`config.mk`:
```
export PLATFORM = sky130hd
export DESIGN_NAME = grid_link_sequencer
export DESIGN_NICKNAME = d
export VERILOG_FILES = /design/src/rtl/gls_pkg.sv /design/src/rtl/gls_window_chk.sv /design/src/rtl/gls_settle_timer.sv /design/src/rtl/gls_link_fsm.sv /design/src/rtl/grid_link_sequencer.sv
export SDC_FILE = /design/constraint.sdc
export NUM_CORES = 1
export LEC_CHECK = 0
export BUFFER_PORTS_ARGS = -buffer_cell sky130_fd_sc_hd__buf_2
export CORE_ASPECT_RATIO = 1.2
export CORE_MARGIN = 5
export CORE_UTILIZATION = 55
export CTS_BUF_LIST = sky130_fd_sc_hd__clkbuf_8
export CTS_CLUSTER_DIAMETER = 60
export DETAILED_ROUTE_END_ITERATION = 16
export PLACE_DENSITY = 0.87
export SETUP_SLACK_MARGIN = 0.15
export SLEW_MARGIN = 10
export SYNTH_ARGS = -nofsm -noshare
export SYNTH_HDL_FRONTEND = slang
export SYNTH_SLANG_ARGS = --single-unit
```
`constraint.sdc`:
```
create_clock -name clk -period 5.4 [get_ports clk]
set_input_delay 0.27 -clock clk [delete_from_list [all_inputs] [get_ports clk]]
set_output_delay 0.27 -clock clk [all_outputs]
set_load 0.01 [all_outputs]
```
`src/rtl/gls_pkg.sv`:
```
package gls_pkg;

    localparam int NUM_CHK = 5;

    typedef enum logic [2:0] {
        ST_IDLE,
        ST_ARMED,
        ST_SETTLE,
        ST_RUN,
        ST_TRIP
    } link_state_e;

    typedef enum logic [2:0] {
        FC_NONE   = 3'd0,
        FC_GRID_V = 3'd1,
        FC_GRID_F = 3'd2,
        FC_BUS_V  = 3'd3,
        FC_OUT_I  = 3'd4,
        FC_I_ERR  = 3'd5
    } fault_code_e;

    // Lowest index wins: scan from high to low so the last write is the lowest.
    function automatic fault_code_e first_breach(input logic [NUM_CHK-1:0] b);
        fault_code_e code;
        code = FC_NONE;
        for (int i = NUM_CHK - 1; i >= 0; i--) begin
            if (b[i]) code = fault_code_e'(3'(i + 1));
        end
        return code;
    endfunction

    function automatic logic is_connected(input link_state_e s);
        return (s == ST_SETTLE) || (s == ST_RUN);
    endfunction

endpackage

```
`src/rtl/gls_window_chk.sv`:
```
module gls_window_chk #(
    parameter int DW = 16
) (
    input  logic signed [DW-1:0] value,
    input  logic signed [DW-1:0] lo,
    input  logic signed [DW-1:0] hi,
    output logic                 breach
);
    // Bounds are inclusive: equality with a bound is inside the window.
    always_comb breach = (value < lo) || (value > hi);
endmodule

```
`src/rtl/gls_settle_timer.sv`:
```
module gls_settle_timer #(
    parameter int CYCLES = 200000
) (
    input  logic clk,
    input  logic rst,
    input  logic run,
    output logic done
);
    localparam int CW = $clog2(CYCLES + 1);
    localparam logic [CW-1:0] LAST = CW'(CYCLES - 1);

    logic [CW-1:0] cnt;

    always_ff @(posedge clk) begin
        if (rst || !run) cnt <= '0;
        else if (cnt != LAST) cnt <= cnt + 1'b1;
    end

    always_comb done = run && (cnt == LAST);

    p_cnt_bound_r3: assert property (@(posedge clk) disable iff (rst)
        cnt <= LAST);
    p_cnt_restart_r3: assert property (@(posedge clk) disable iff (rst)
        !run |=> cnt == '0);
endmodule

```
`src/rtl/gls_link_fsm.sv`:
```
module gls_link_fsm
    import gls_pkg::*;
(
    input  logic               clk,
    input  logic               rst,
    input  logic               connect_req,
    input  logic               fault_clear,
    input  logic               lo_wrap,
    input  logic [NUM_CHK-1:0] breach,
    input  logic               settle_done,
    output link_state_e        state,
    output fault_code_e        code
);
    link_state_e nxt;
    logic        req_q;
    logic        req_rise;
    logic        grid_ok;
    logic        any_breach;

    always_comb begin
        req_rise   = connect_req && !req_q;
        grid_ok    = !breach[0] && !breach[1];
        any_breach = |breach;
    end

    always_comb begin
        nxt = state;
        unique case (state)
            ST_IDLE:   if (req_rise && grid_ok) nxt = ST_ARMED;
            ST_ARMED:  if (!connect_req || !grid_ok) nxt = ST_IDLE;
                       else if (lo_wrap) nxt = ST_SETTLE;
            ST_SETTLE: if (any_breach) nxt = ST_TRIP;
                       else if (!connect_req) nxt = ST_IDLE;
                       else if (settle_done) nxt = ST_RUN;
            ST_RUN:    if (any_breach) nxt = ST_TRIP;
                       else if (!connect_req) nxt = ST_IDLE;
            ST_TRIP:   if (fault_clear) nxt = ST_IDLE;
            default:   nxt = ST_IDLE;
        endcase
    end

    always_ff @(posedge clk) begin
        if (rst) begin
            state <= ST_IDLE;
            code  <= FC_NONE;
            req_q <= 1'b0;
        end else begin
            state <= nxt;
            req_q <= connect_req;
            if (is_connected(state) && any_breach) code <= first_breach(breach);
            else if (state == ST_TRIP && fault_clear) code <= FC_NONE;
        end
    end

    p_trip_next_r5: assert property (@(posedge clk) disable iff (rst)
        (is_connected(state) && any_breach) |=> state == ST_TRIP);
    p_code_hold_r7: assert property (@(posedge clk) disable iff (rst)
        (code != FC_NONE && !fault_clear) |=> code == $past(code));
    p_grid_gate_r4: assert property (@(posedge clk) disable iff (rst)
        (state == ST_IDLE && !grid_ok) |=> state != ST_ARMED);
    p_idle_quiet_r9: assert property (@(posedge clk) disable iff (rst)
        (!is_connected(state) && state != ST_TRIP) |=> code == FC_NONE);
endmodule

```
`src/rtl/grid_link_sequencer.sv`:
```
module grid_link_sequencer
    import gls_pkg::*;
#(
    parameter int DW            = 16,
    parameter int SETTLE_CYCLES = 200000
) (
    input  logic                 clk,
    input  logic                 rst,
    input  logic                 connect_req,
    input  logic                 fault_clear,
    input  logic                 lo_wrap,
    input  logic signed [DW-1:0] grid_v,
    input  logic signed [DW-1:0] grid_f,
    input  logic signed [DW-1:0] bus_v,
    input  logic signed [DW-1:0] out_i,
    input  logic signed [DW-1:0] i_err,
    input  logic signed [DW-1:0] grid_v_min,
    input  logic signed [DW-1:0] grid_v_max,
    input  logic signed [DW-1:0] grid_f_min,
    input  logic signed [DW-1:0] grid_f_max,
    input  logic signed [DW-1:0] bus_v_min,
    input  logic signed [DW-1:0] bus_v_max,
    input  logic signed [DW-1:0] out_i_lim,
    input  logic signed [DW-1:0] i_err_lim,
    output logic                 bridge_en,
    output logic                 ff_en,
    output logic                 pi_en,
    output logic [2:0]           fault_code
);
    logic signed [DW-1:0] chk_val [NUM_CHK];
    logic signed [DW-1:0] chk_lo  [NUM_CHK];
    logic signed [DW-1:0] chk_hi  [NUM_CHK];
    logic [NUM_CHK-1:0]   breach;
    link_state_e          state;
    fault_code_e          code;
    logic                 settle_done;

    // Order of the checks sets the fault code and its priority.
    always_comb begin
        chk_val[0] = grid_v; chk_lo[0] = grid_v_min; chk_hi[0] = grid_v_max;
        chk_val[1] = grid_f; chk_lo[1] = grid_f_min; chk_hi[1] = grid_f_max;
        chk_val[2] = bus_v;  chk_lo[2] = bus_v_min;  chk_hi[2] = bus_v_max;
        chk_val[3] = out_i;  chk_lo[3] = -out_i_lim; chk_hi[3] = out_i_lim;
        chk_val[4] = i_err;  chk_lo[4] = -i_err_lim; chk_hi[4] = i_err_lim;
    end

    for (genvar g = 0; g < NUM_CHK; g++) begin : g_chk
        gls_window_chk #(.DW(DW)) u_chk (
            .value  (chk_val[g]),
            .lo     (chk_lo[g]),
            .hi     (chk_hi[g]),
            .breach (breach[g])
        );
    end

    gls_settle_timer #(.CYCLES(SETTLE_CYCLES)) u_timer (
        .clk  (clk),
        .rst  (rst),
        .run  (state == ST_SETTLE),
        .done (settle_done)
    );

    gls_link_fsm u_fsm (
        .clk         (clk),
        .rst         (rst),
        .connect_req (connect_req),
        .fault_clear (fault_clear),
        .lo_wrap     (lo_wrap),
        .breach      (breach),
        .settle_done (settle_done),
        .state       (state),
        .code        (code)
    );

    always_comb begin
        bridge_en  = is_connected(state);
        ff_en      = is_connected(state);
        pi_en      = (state == ST_RUN);
        fault_code = code;
    end

    p_pi_inside_bridge_r3: assert property (@(posedge clk) disable iff (rst)
        pi_en |-> (bridge_en && ff_en));
    p_connect_on_wrap_r2: assert property (@(posedge clk) disable iff (rst)
        $rose(bridge_en) |-> ($past(lo_wrap) && !pi_en));
    p_fault_off_r5: assert property (@(posedge clk) disable iff (rst)
        (fault_code != 3'd0) |-> !bridge_en);
    p_req_drop_r8: assert property (@(posedge clk) disable iff (rst)
        (!connect_req) |=> !bridge_en);
endmodule

```
Word-level counts from Yosys, hierarchy flattened
Index checks and enable logic that the tools add are counted.
{"block": "totals", "register_bits": 25, "out_inout_bits": 6, "word_cells": 69}
{"block": "classes", "n_addsub": 3, "magnitude_cmp": 10, "n_eq_ne": 11, "muxes": 17, "reduce_logical": 24}
{"cell": "16-bit > comparator", "n": 5}
{"cell": "16-bit < comparator", "n": 5}
{"cell": "3-bit 2-to-1 mux", "n": 16}
{"cell": "16-bit negation", "n": 2}
{"cell": "18-bit by 1-bit adder with 18-bit output (second input constant)", "n": 1}
{"cell": "18-bit == test (second input constant)", "n": 1}
{"cell": "18-bit != test (second input constant)", "n": 1}
{"cell": "3-bit case mux with 5 select lines", "n": 1}
{"cell": "1-bit logical OR", "n": 8}
{"cell": "3-bit by 2-bit == test with 1-bit output (second input constant)", "n": 2}
{"cell": "1-bit logical AND", "n": 6}
{"cell": "1-bit logical NOT", "n": 6}
{"cell": "3-bit by 2-bit != test with 1-bit output (second input constant)", "n": 2}
{"cell": "5-bit AND reduction", "n": 1}
{"cell": "5-bit OR reduction", "n": 1}
{"cell": "4-bit by 3-bit != test with 1-bit output (second input constant)", "n": 1}
{"cell": "3-bit by 1-bit == test with 1-bit output (second input constant)", "n": 1}
{"cell": "3-bit == test (second input constant)", "n": 1}
{"cell": "3-bit logical NOT", "n": 1}
{"cell": "2-bit by 1-bit != test with 1-bit output (second input constant)", "n": 1}
{"cell": "2-bit != test (second input constant)", "n": 1}
{"cell": "2-bit nonzero test", "n": 1}

Longest topological paths before layout
Gate-level depths: netlist of run 1.
{"block": "logic_depth", "word_depth": 9, "depth_mapped": 16, "depth_no_buf": 16}

Modules after synthesis
Synthesis of run 1 repeated with hierarchy kept, for this count alone.
{"block": "unflattened", "hier_cells": 790, "hier_area_um2": 5950.7}
{"module": "gls_window_chk (g_chk[0].u_chk ...)", "n_inst": 4, "cells_per_inst": 113, "area_each_um2": 807.0}
{"module": "gls_settle_timer", "n_inst": 1, "cells_per_inst": 103, "area_each_um2": 913.4}
{"module": "gls_window_chk (g_chk[1].u_chk)", "n_inst": 1, "cells_per_inst": 115, "area_each_um2": 853.3}
{"module": "grid_link_sequencer", "n_inst": 1, "cells_per_inst": 80, "area_each_um2": 591.8}
{"module": "gls_link_fsm", "n_inst": 1, "cells_per_inst": 40, "area_each_um2": 364.1}

Worst setup path after synthesis of run 1
Ideal clock, no wire load.
{"block": "synth_timing", "path_type": "input -> register", "startpoint": "input out_i_lim[1]", "endpoint": "register u_fsm.state[0]", "setup_time_ns": 0.116, "t_arrival_ns": 3.352, "slack_ns": 1.932, "cell_stages": 15, "path_cell_list": "nor3_1 > and3_1 > nand2_1 > nor4_1 > xnor2_1 > ha_1 > nand4_1 > or4_1 > a21oi_1 > a211o_1 > mux2i_1 > a21oi_1 > nand4_4 > or3_1 > o211a_1"}
{"block": "synth_between", "elab_chain_cells": 6, "elab_cells_between_ends": 11, "classes_between": "add/sub: 1; order compare: 2; eq/ne: 2; mux: 3; reduce/logical: 3"}
{"item": "start, declared", "line": "grid_link_sequencer.sv:23", "source": "input logic signed [DW-1:0] out_i_lim,"}
{"item": "16-bit negation", "line": "grid_link_sequencer.sv:43", "source": "chk_val[3] = out_i; chk_lo[3] = -out_i_lim; chk_hi[3] = out_i_lim;"}
{"item": "16-bit < comparator", "line": "gls_window_chk.sv:10", "source": "always_comb breach = (value < lo) || (value > hi);"}
{"item": "1-bit logical OR *", "line": "gls_window_chk.sv:10"}
{"item": "5-bit OR reduction *", "line": "gls_link_fsm.sv:23", "source": "any_breach = |breach;"}
{"item": "4-bit by 3-bit != test with 1-bit output (no line), or another cell as far along"}
{"item": "5-bit AND reduction (no line) or 3-bit case mux with 5 select lines (tied branches)"}
{"item": "end signal, assigned", "line": "gls_link_fsm.sv:48", "source": "state <= nxt;"}
{"item": "end, declared", "line": "gls_link_fsm.sv:11", "source": "output link_state_e state,"}
Mark *: on every way between the ends. The rest lies on a longest branch, timed or not.
A chain may end at the register's enable or synchronous reset.

Worst setup path after layout of run 1
{"block": "layout_timing", "startpoint": "input out_i_lim[2]", "endpoint": "register u_fsm.state[0]"}
Same word-level chain as after synthesis.

==> results by group, run 1 <==
Run status
  – Outcome: completed

Timing
  – Period utilization: 0.6672
  – Finish-stage setup viols: 0
  – Fin Clk Skew: 0.004070 ns
  – Worst-Margin Slew: 0.5799 ns
  – Max-slew violations: 0
  – Rel. slew slack: 0.6134
  – RSZ-0062 raised after global routing: no
  – Fin. Hold Viols: 0
  – Max Clk Rate: 0.2775 GHz
  – Total Neg Setup Slack: 0 ns
  – Fin crit period: 3.603 ns
  – Worst Hold Slack: 0.2586 ns
  – Worst Slack Setup Final: 1.797 ns

GRT
  – Largest net degree at the start of global routing: 19
  – Vias in the first global route: 5809
  – Met2 Use GR: 0.4366
  – Gr busiest metal: met2
  – Met1 Usage GRT: 0.2677
  – Total congestion overflow: 0
  – Initial antenna violation count: 0
  – GRT Resource Usage Total: 0.2308
  – Met3 GRT Util: 0.02791
  – First-pass GRT wire length: 23.90 mm

Pwr
  – Pwr Density: 102.1 nW/µm²
  – Total Power: 0.6958 mW
  – Peak supply drop: 0.0001424 V
  – Static Leakage: 3.791 nW

Clock tree
  – H-Tree Depth: 1
  – CTS Root Cell: clkbuf_8
  – Worst skew pair latency: 0.27 ns
  – CTS Hold Bufs: 0
  – Clock Sinks: 25
  – CTS max path bufs: 2
  – Post-CTS resize count: 0
  – Clock transition at the registers of the reported paths: 0.09 ns
  – Setup Buffers After CTS: 0
  – CTS tree: built
  – CTS buffer count: 3

Final layout
  – Finished Layout Cells: 1090
  – Layout cell share with drive strength beyond 1: 0.2376
  – N_diodes: 0
  – P&R area growth vs syn: 23.05%
  – Fin nets: 1336

Yosys
  – Synth Area in Adders: 0.3570
  – Ys async rst share: 0
  – Synth area leader: ha_1
  – Mux share of post-synthesis cell area: 0.005648
  – Syn nets: 1117
  – Syn_area_per_cell: 7.423 µm²
  – #FFs+latches synth: 25
  – Synth Area in Compound Gates: 0.1808
  – Synth cell types: 57
  – Simple-gate share of the synthesized area: 0.2072
  – Sequential share of the synthesized area: 0.09038
  – Top cells by area, synth: ha_1 (36%), inv_1 (9.6%), dfxtp_1 (9.0%), a21oi_1 (5.3%), xnor2_1 (4.7%)
  – Number of synthesized flops with an enable pin: 0
  – Synth Cell Area: 5538 µm²
  – Share of the synthesized area in the top cell type: 0.3570
  – Synth warn: 0
  – Most common cell in the netlist: ha_1
  – Post-Syn Instances: 746
  – Largest family of logic cells by synthesized area: adder cells
  – Main synth FF type: dfxtp_1
  – Most frequent cells after synthesis: ha_1 (158), inv_1 (141), a21oi_1 (59), nand2_1 (55), nor2_1 (39)
  – Synth Area in XOR/XNOR: 0.06010

Worst setup path
  – Critical path's top delay family: simple AND/OR/NAND/NOR gates
  – CP Cell Sequence: buf_2, nor3_1, and3_1, nand2_1, nor3_1, xnor2_1, ha_1, nand4_1, or4_1, a21oi_1, a211o_1, mux2i_1, a21oi_1, nand4_4, or3_1, o211a_1
  – Crit path kind: in -> reg
  – Crit path from: out_i_lim[2]
  – Reg2Reg Setup Slack: 3.40 ns
  – Startpoint Class: primary input
  – Worst setup EP type: flop
  – CP max-delay cell: or4_1
  – WP data required: 5.57 ns
  – Crit path arrival time: 3.77 ns
  – Critical R2R Launch: u_timer.cnt[10]$_SDFFE_PP0P_
  – Critical path buffers and inverters: 1
  – Highest cell delay on the worst timing path: 0.52 ns
  – Crit-path max FO: 6

Floorplan
  – Initial Util: 0.5560
  – Row cnt: 40
  – Area of the core: 9960 µm²
  – Die height: 119.9 µm
  – Die area: 12180 µm²
  – Die width: 101.6 µm
  – I/O Pins: 219

Worst hold path
  – Min-delay src: rst
  – Worst min-delay path category: in -> reg

Place
  – Post-Place Setup Slack: 1.502 ns
  – Gpl congestion: 0.8809
  – DP HPWL: 13.38 mm
  – PortBufs: 218
  – DP Cell Count: 1086

Route
  – Remaining routing DRC violations: 0
  – DRT iter0 DRCs: 230
  – Vias per cell: 5.461
  – Vias: 5952
  – DR pass1 iterations: 4
  – DR WL/cell: 13.40 µm
  – Final ANT Viol Nets: 0
  – Drt total wl: 14.61 mm

Run
  – Max Cap Violations: 0
per-layer routing:
layer	wire length, µm	vias to the layer above	share of wire
li1	-	3089	-
met1	5887	2683	0.40
met2	7609	148	0.52
met3	750	32	0.051
met4	357	0	0.024
met5	0	-	0
flip-flops by register name (all words and copies together) (netlist names):
signal       flops
u_timer.cnt     18
u_fsm.req_q      1
u_fsm.state      3
u_fsm.code       3
logic make-up (layout without fill, tap and decap cells):
logic type               after synthesis  count (layout)
AO/OA/AOI/OAI                        153             153
XOR/XNOR                              38              38
AND/OR/NAND/NOR                      224             224
buffers and inverters                145             363
flip-flops                            25              25
adder cells (fa/ha/maj)              158             158
multiplexers                           3               3
worst paths after layout:
kind                                  endpoint  depth (start not counted)
hold / removal     u_fsm.state[2]$_SDFFE_PP0P_                          2
setup reg to reg   u_timer.cnt[4]$_SDFFE_PP0P_                          8
setup / recovery   u_fsm.state[0]$_SDFFE_PP0P_                         16
hold reg to reg   u_timer.cnt[16]$_SDFFE_PP0P_                          2
cell type report:
class | instances | area, µm²
multi-input combinational | 576 | 4489
sequential | 25 | 500.5
timing repair buffer | 218 | 1091
clock inverter | 1 | 5.005
inverter | 141 | 529.3
fill | 865 | 3146
tap | 126 | 157.7
clock buffer | 3 | 41.29
stage by stage:
| stage | area, µm² | util |
|---|---|---|
| floorplan | 5538 | - |
| global placement | 6768 | 0.6795 |
| detailed placement | 6768 | 0.6795 |
| CTS | 6814 | 0.6842 |
| global route | 6814 | 0.6842 |
| finish | 6814 | 0.6842 |
cells in the final DEF (no fill, tap or decap), types with 17 or more instances in the layout:
master	n
ha_1	158
nor3_1	18
nor2_1	39
nand4_1	31
dfxtp_1	25
nand2_1	55
inv_1	141
a21oi_1	59
buf_2	218
o21ai_0	17
nand3_1	23
xnor2_1	30
power by group:
part           internal (mW)  switching (mW)
logic                  0.194           0.206
registers              0.185        0.000634
clock network         0.0516          0.0583
Note: power is estimated with default switching activity, not from simulation.
==> run 2, diff against run 1 <==
CORE_UTILIZATION = 47   (was 55)
PLACE_DENSITY = 0.79   (was 0.87)
clock period = 3.13 ns   (was 5.4 ns; I/O delays follow)
==> results by group, run 2 (same netlist as run 1, synthesis figures left out) <==
Pwr
  – Pwr Density: 172.1 nW/µm²
  – Total Power: 1.246 mW
  – Static Leakage: 3.958 nW
  – Peak supply drop: 0.0001492 V

Final layout
  – Most common cell after layout, fill and taps aside: buf_2
  – Most frequent cells in the layout: buf_2 (216), ha_1 (157), inv_1 (140)
  – P&R area growth vs syn: 30.68%
  – Reg area: 500.5 µm²
  – Fill cells: 1060
  – Fin nets: 1358
  – Area of the multi-input gates: 4693 µm²
  – Post-route cell area: 7237 µm²
  – N_diodes: 0
  – Layout cell share with drive strength beyond 1: 0.2830
  – Largest reg by FF count: u_timer.cnt
  – Largest registers: u_timer.cnt (18), u_fsm.code (3), u_fsm.state (3)
  – Largest register FFs: 18

Floorplan
  – Die width: 109.1 µm
  – Area of the core: 11570 µm²
  – Initial Util: 0.4787
  – Die area: 14060 µm²
  – Die height: 128.9 µm
  – I/O Pins: 219
  – Row cnt: 43

Timing
  – Fin crit period: 3.015 ns
  – Period utilization: 0.9634
  – Finish-stage setup viols: 0
  – Worst-Margin Slew: 0.6162 ns
  – Max-slew violations: 0
  – Fin. Hold Viols: 0
  – Max Clk Rate: 0.3316 GHz
  – Worst Hold Slack: 0.1362 ns
  – RSZ-0062 raised after global routing: yes
  – Fin Clk Skew: 0.004559 ns
  – Rel. slew slack: 0.5892
  – Worst Slack Setup Final: 0.1147 ns
  – Total Neg Setup Slack: 0 ns

Place
  – PortBufs: 218
  – Gpl congestion: 0.9427
  – DP HPWL: 13.82 mm
  – Post-Place Setup Slack: -0.1818 ns
  – Placed cell area: 6992 µm²

Route
  – Met3 WL: 630 µm
  – DR WL/cell: 13.55 µm
  – Final ANT Viol Nets: 0
  – Remaining routing DRC violations: 0
  – Drt total wl: 15.49 mm
  – DR pass1 iterations: 4
  – Top sig layer: met5
  – Vias per cell: 5.276
  – Vias: 6030
  – M1 WL: 6.348 mm
  – DRT iter0 DRCs: 197
  – Met2 routed WL: 8.152 mm

Clock tree
  – Worst skew pair latency: 0.27 ns
  – H-Tree Depth: 1
  – CTS Hold Bufs: 0
  – CTS max path bufs: 2
  – Clock Sinks: 25
  – Clock transition at the registers of the reported paths: 0.08 ns
  – CTS tree: built
  – CTS buffer count: 3
  – CTS Root Cell: clkbuf_8

GRT
  – Total congestion overflow: 0
  – Largest net degree at the start of global routing: 19
  – First-pass GRT wire length: 24.42 mm
  – Vias in the first global route: 5877
  – Initial antenna violation count: 1
  – GRT Resource Usage Total: 0.2075

Worst setup path
  – WP data required: 3.30 ns
  – Startpoint Class: primary input
  – Worst setup EP type: flop
  – Crit-path max FO: 6
  – Crit path kind: in -> reg
  – Crit path arrival time: 3.18 ns

Run
  – Max Cap Violations: 0

Run status
  – Outcome: completed

Worst hold path
  – Worst min-delay path category: in -> reg
## run 2: cell types whose count changed in the layout (fill, tap and decap cells not counted), moves of 3 or more
cell     change
nor3_1       -7
nand3_1      -4
nor3_2       +3
and3_4       +3
buf_6        +3
nor3_4       +4
and3_1       -3
buf_4       +21
nor4_1       -3
nand3_2      +3
## run 2: final cells by class
| class | count | area share |
|---|---|---|
| clock buffers | 3 | 0.005705 |
| repair buffers | 240 | 0.1758 |
| inverters | 141 | 0.07313 |
| clock inverters | 1 | 0.0005187 |
| multi-input cells | 576 | 0.6485 |
| flip-flops and latches | 25 | 0.06916 |
| well taps | 157 | 0.02714 |
## run 2: power by group
group          switching [mW]  internal (mW)  total, mW
combinational           0.379          0.361      0.740
clock                  0.0975         0.0878      0.185
sequential            0.00134          0.319      0.320
## run 2: path summary, 6_finish.rpt
check | start | to | slack, ns | cells past startpoint
setup / recovery | out_i_lim[5] | u_fsm.state[0]$_SDFFE_PP0P_ | 0.11 | 16
hold / removal | rst | u_fsm.state[2]$_SDFFE_PP0P_ | 0.14 | 2
setup reg to reg | u_timer.cnt[10]$_SDFFE_PP0P_ | u_timer.cnt[3]$_SDFFE_PP0P_ | 1.15 | 8
hold reg to reg | u_timer.cnt[16]$_SDFFE_PP0P_ | u_timer.cnt[16]$_SDFFE_PP0P_ | 0.49 | 2
## run 2: worst max-delay path, stage by stage
cell and delay [ns]:
buf_6 0.10, nor3_4 0.22, and3_4 0.24, and3_4 0.24, nand3_4 0.08, xnor2_2 0.15
ha_1 0.29, nand4_1 0.11, or4_1 0.42, a21oi_1 0.14, a211o_1 0.14, mux2i_2 0.09
a21oi_2 0.17, nand4_4 0.17, or3_1 0.35, o211a_1 0.13
## run 2: routing by layer
layer,GRT usage,up-vias
met1,0.2414,2735
met4,0.06241,2
met5,0,-
li1,-,3133
met3,0.02258,32
met2,0.3919,128
## run 2: what timing repair did
item,in CTS,in global routing
buffers inserted,0,4
gates cloned,0,0
gates resized for setup,5,31
setup endpoints to repair,3,5
pin swaps,4,10
hold endpoints to repair,0,0
## run 2: metrics by stage
step,utilization,std cells
3_5_place_dp,0.6044,1135
3_3_place_gp,0.6044,1135
5_1_grt,0.6256,1143
2_1_floorplan,-,746
4_1_cts,0.6103,1139
6_report,0.6256,1143
==> run 3, diff against run 2 <==
BUFFER_PORTS_ARGS = -buffer_cell sky130_fd_sc_hd__buf_4   (was -buffer_cell sky130_fd_sc_hd__buf_2)
==> results by group, run 3 (same netlist as run 1, synthesis figures left out) <==
Worst setup path
  – Startpoint Class: primary input
  – Crit path arrival time: 3.18 ns
  – Crit-path max FO: 6
  – WP data required: 3.29 ns
  – Worst setup EP type: flop
  – Crit path kind: in -> reg

Floorplan
  – Initial Util: 0.4787
  – Die height: 128.9 µm
  – Area of the core: 11570 µm²
  – I/O Pins: 219
  – Die width: 109.1 µm
  – Row cnt: 43
  – Die area: 14060 µm²

Place
  – Gpl congestion: 0.8956
  – Post-Place Setup Slack: -0.1763 ns
  – DP HPWL: 14.53 mm
  – DP Cell Count: 1133
  – PortBufs: 218

GRT
  – Largest net degree at the start of global routing: 19
  – GRT Resource Usage Total: 0.2184
  – Vias in the first global route: 6055
  – Initial antenna violation count: 0
  – Total congestion overflow: 0
  – First-pass GRT wire length: 25.51 mm

Route
  – Vias: 5939
  – DR WL/cell: 13.97 µm
  – Vias per cell: 5.214
  – Drt total wl: 15.91 mm
  – Final ANT Viol Nets: 0
  – Remaining routing DRC violations: 0
  – DRT iter0 DRCs: 152
  – DR pass1 iterations: 4

Timing
  – Period utilization: 0.9648
  – Total Neg Setup Slack: 0 ns
  – Fin Clk Skew: 0.003749 ns
  – RSZ-0062 raised after global routing: yes
  – Worst-Margin Slew: 0.6325 ns
  – Max Clk Rate: 0.3312 GHz
  – Fin. Hold Viols: 0
  – Max-slew violations: 0
  – Fin crit period: 3.020 ns
  – Rel. slew slack: 0.5784
  – Finish-stage setup viols: 0
  – Worst Slack Setup Final: 0.1103 ns

Clock tree
  – CTS Hold Bufs: 0
  – Clock Sinks: 25
  – CTS tree: built
  – CTS Root Cell: clkbuf_8
  – Clock transition at the registers of the reported paths: 0.08 ns
  – CTS max path bufs: 2
  – H-Tree Depth: 1
  – Worst skew pair latency: 0.26 ns
  – CTS buffer count: 3

Final layout
  – Layout cell share with drive strength beyond 1: 0.2719
  – Largest reg by FF count: u_timer.cnt
  – Largest register FFs: 18
  – P&R area growth vs syn: 38.61%
  – Most frequent cells in the layout: buf_4 (234), ha_1 (157), inv_1 (142)
  – Fill cells: 1014
  – Largest registers: u_timer.cnt (18), u_fsm.code (3), u_fsm.state (3)
  – Finished Layout Cells: 1139
  – Most common cell after layout, fill and taps aside: buf_4
  – Fin nets: 1354
  – N_diodes: 0

Worst hold path
  – Worst min-delay path category: in -> reg

Pwr
  – Peak supply drop: 0.0002094 V
  – Total Power: 1.303 mW
  – Static Leakage: 4.084 nW
  – Pwr Density: 169.7 nW/µm²

Run
  – Max Cap Violations: 0

Run status
  – Outcome: completed
-- run 3: worst max-delay path: stages --
cell and delay (ns):
buf_4 0.12, nor3_2 0.21, and3_4 0.23, nand2_4 0.07, nor4_4 0.26, xnor2_1 0.11, ha_1 0.32, nand4_1 0.11
or4_4 0.43, a21oi_2 0.12, a211o_1 0.15, mux2i_2 0.09, a21oi_2 0.17, nand4_4 0.15, or3_1 0.34, o211a_1 0.13
-- run 3: final timing paths --
path	start	end	slack (ns)	cells after the start
setup / recovery	out_i_lim[6]	u_fsm.state[0]$_SDFFE_PP0P_	0.11	16
hold / removal	rst	u_fsm.state[2]$_SDFFE_PP0P_	0.12	2
setup reg to reg	u_timer.cnt[10]$_SDFFE_PP0P_	u_timer.cnt[4]$_SDFFE_PP0P_	1.13	8
hold reg to reg	u_timer.cnt[1]$_SDFFE_PP0P_	u_timer.cnt[1]$_SDFFE_PP0P_	0.50	2
-- run 3: metal layers --
metal | GRT usage | share of wire | vias to the layer above
met3 | 0.02308 | 0.041 | 26
met2 | 0.4317 | 0.54 | 114
li1 | - | - | 3121
met4 | 0.04903 | 0.021 | 0
met5 | 0 | 0 | -
met1 | 0.2454 | 0.39 | 2678
-- run 3: cell type report --
type                            instances  area (µm²)  share of cell area
Tap cell                              157       196.4             0.02559
Clock inverter                          1       3.754           0.0004890
Inverter                              141       529.3             0.06895
Sequential cell                        25       500.5             0.06520
Timing Repair Buffer                  236        1783              0.2323
Multi-Input combinational cell        576        4622              0.6021
Clock buffer                            3       41.29            0.005379
-- run 3: per-stage QoR --
stage | utilization | hold WS [ns] | cell area, µm²
2_1_floorplan | - | 0.2256 | 5588
3_3_place_gp | 0.6503 | 0.3947 | 7522
3_5_place_dp | 0.6503 | 0.3959 | 7522
4_1_cts | 0.6552 | 0.1137 | 7579
5_1_grt | 0.6636 | 0.1335 | 7676
6_report | 0.6636 | 0.1233 | 7676
-- run 3: report_power, final --
group	total, mW	internal (mW)	switching [mW]
sequential	0.320	0.319	0.00119
clock	0.180	0.0876	0.0922
combinational	0.803	0.432	0.372
-- run 3: repair_timing --
action / in CTS / in global routing
pin swaps: 0 / 13
resized for setup: 2 / 19
setup endpoints to repair: 2 / 6
setup buffers: 0 / 2
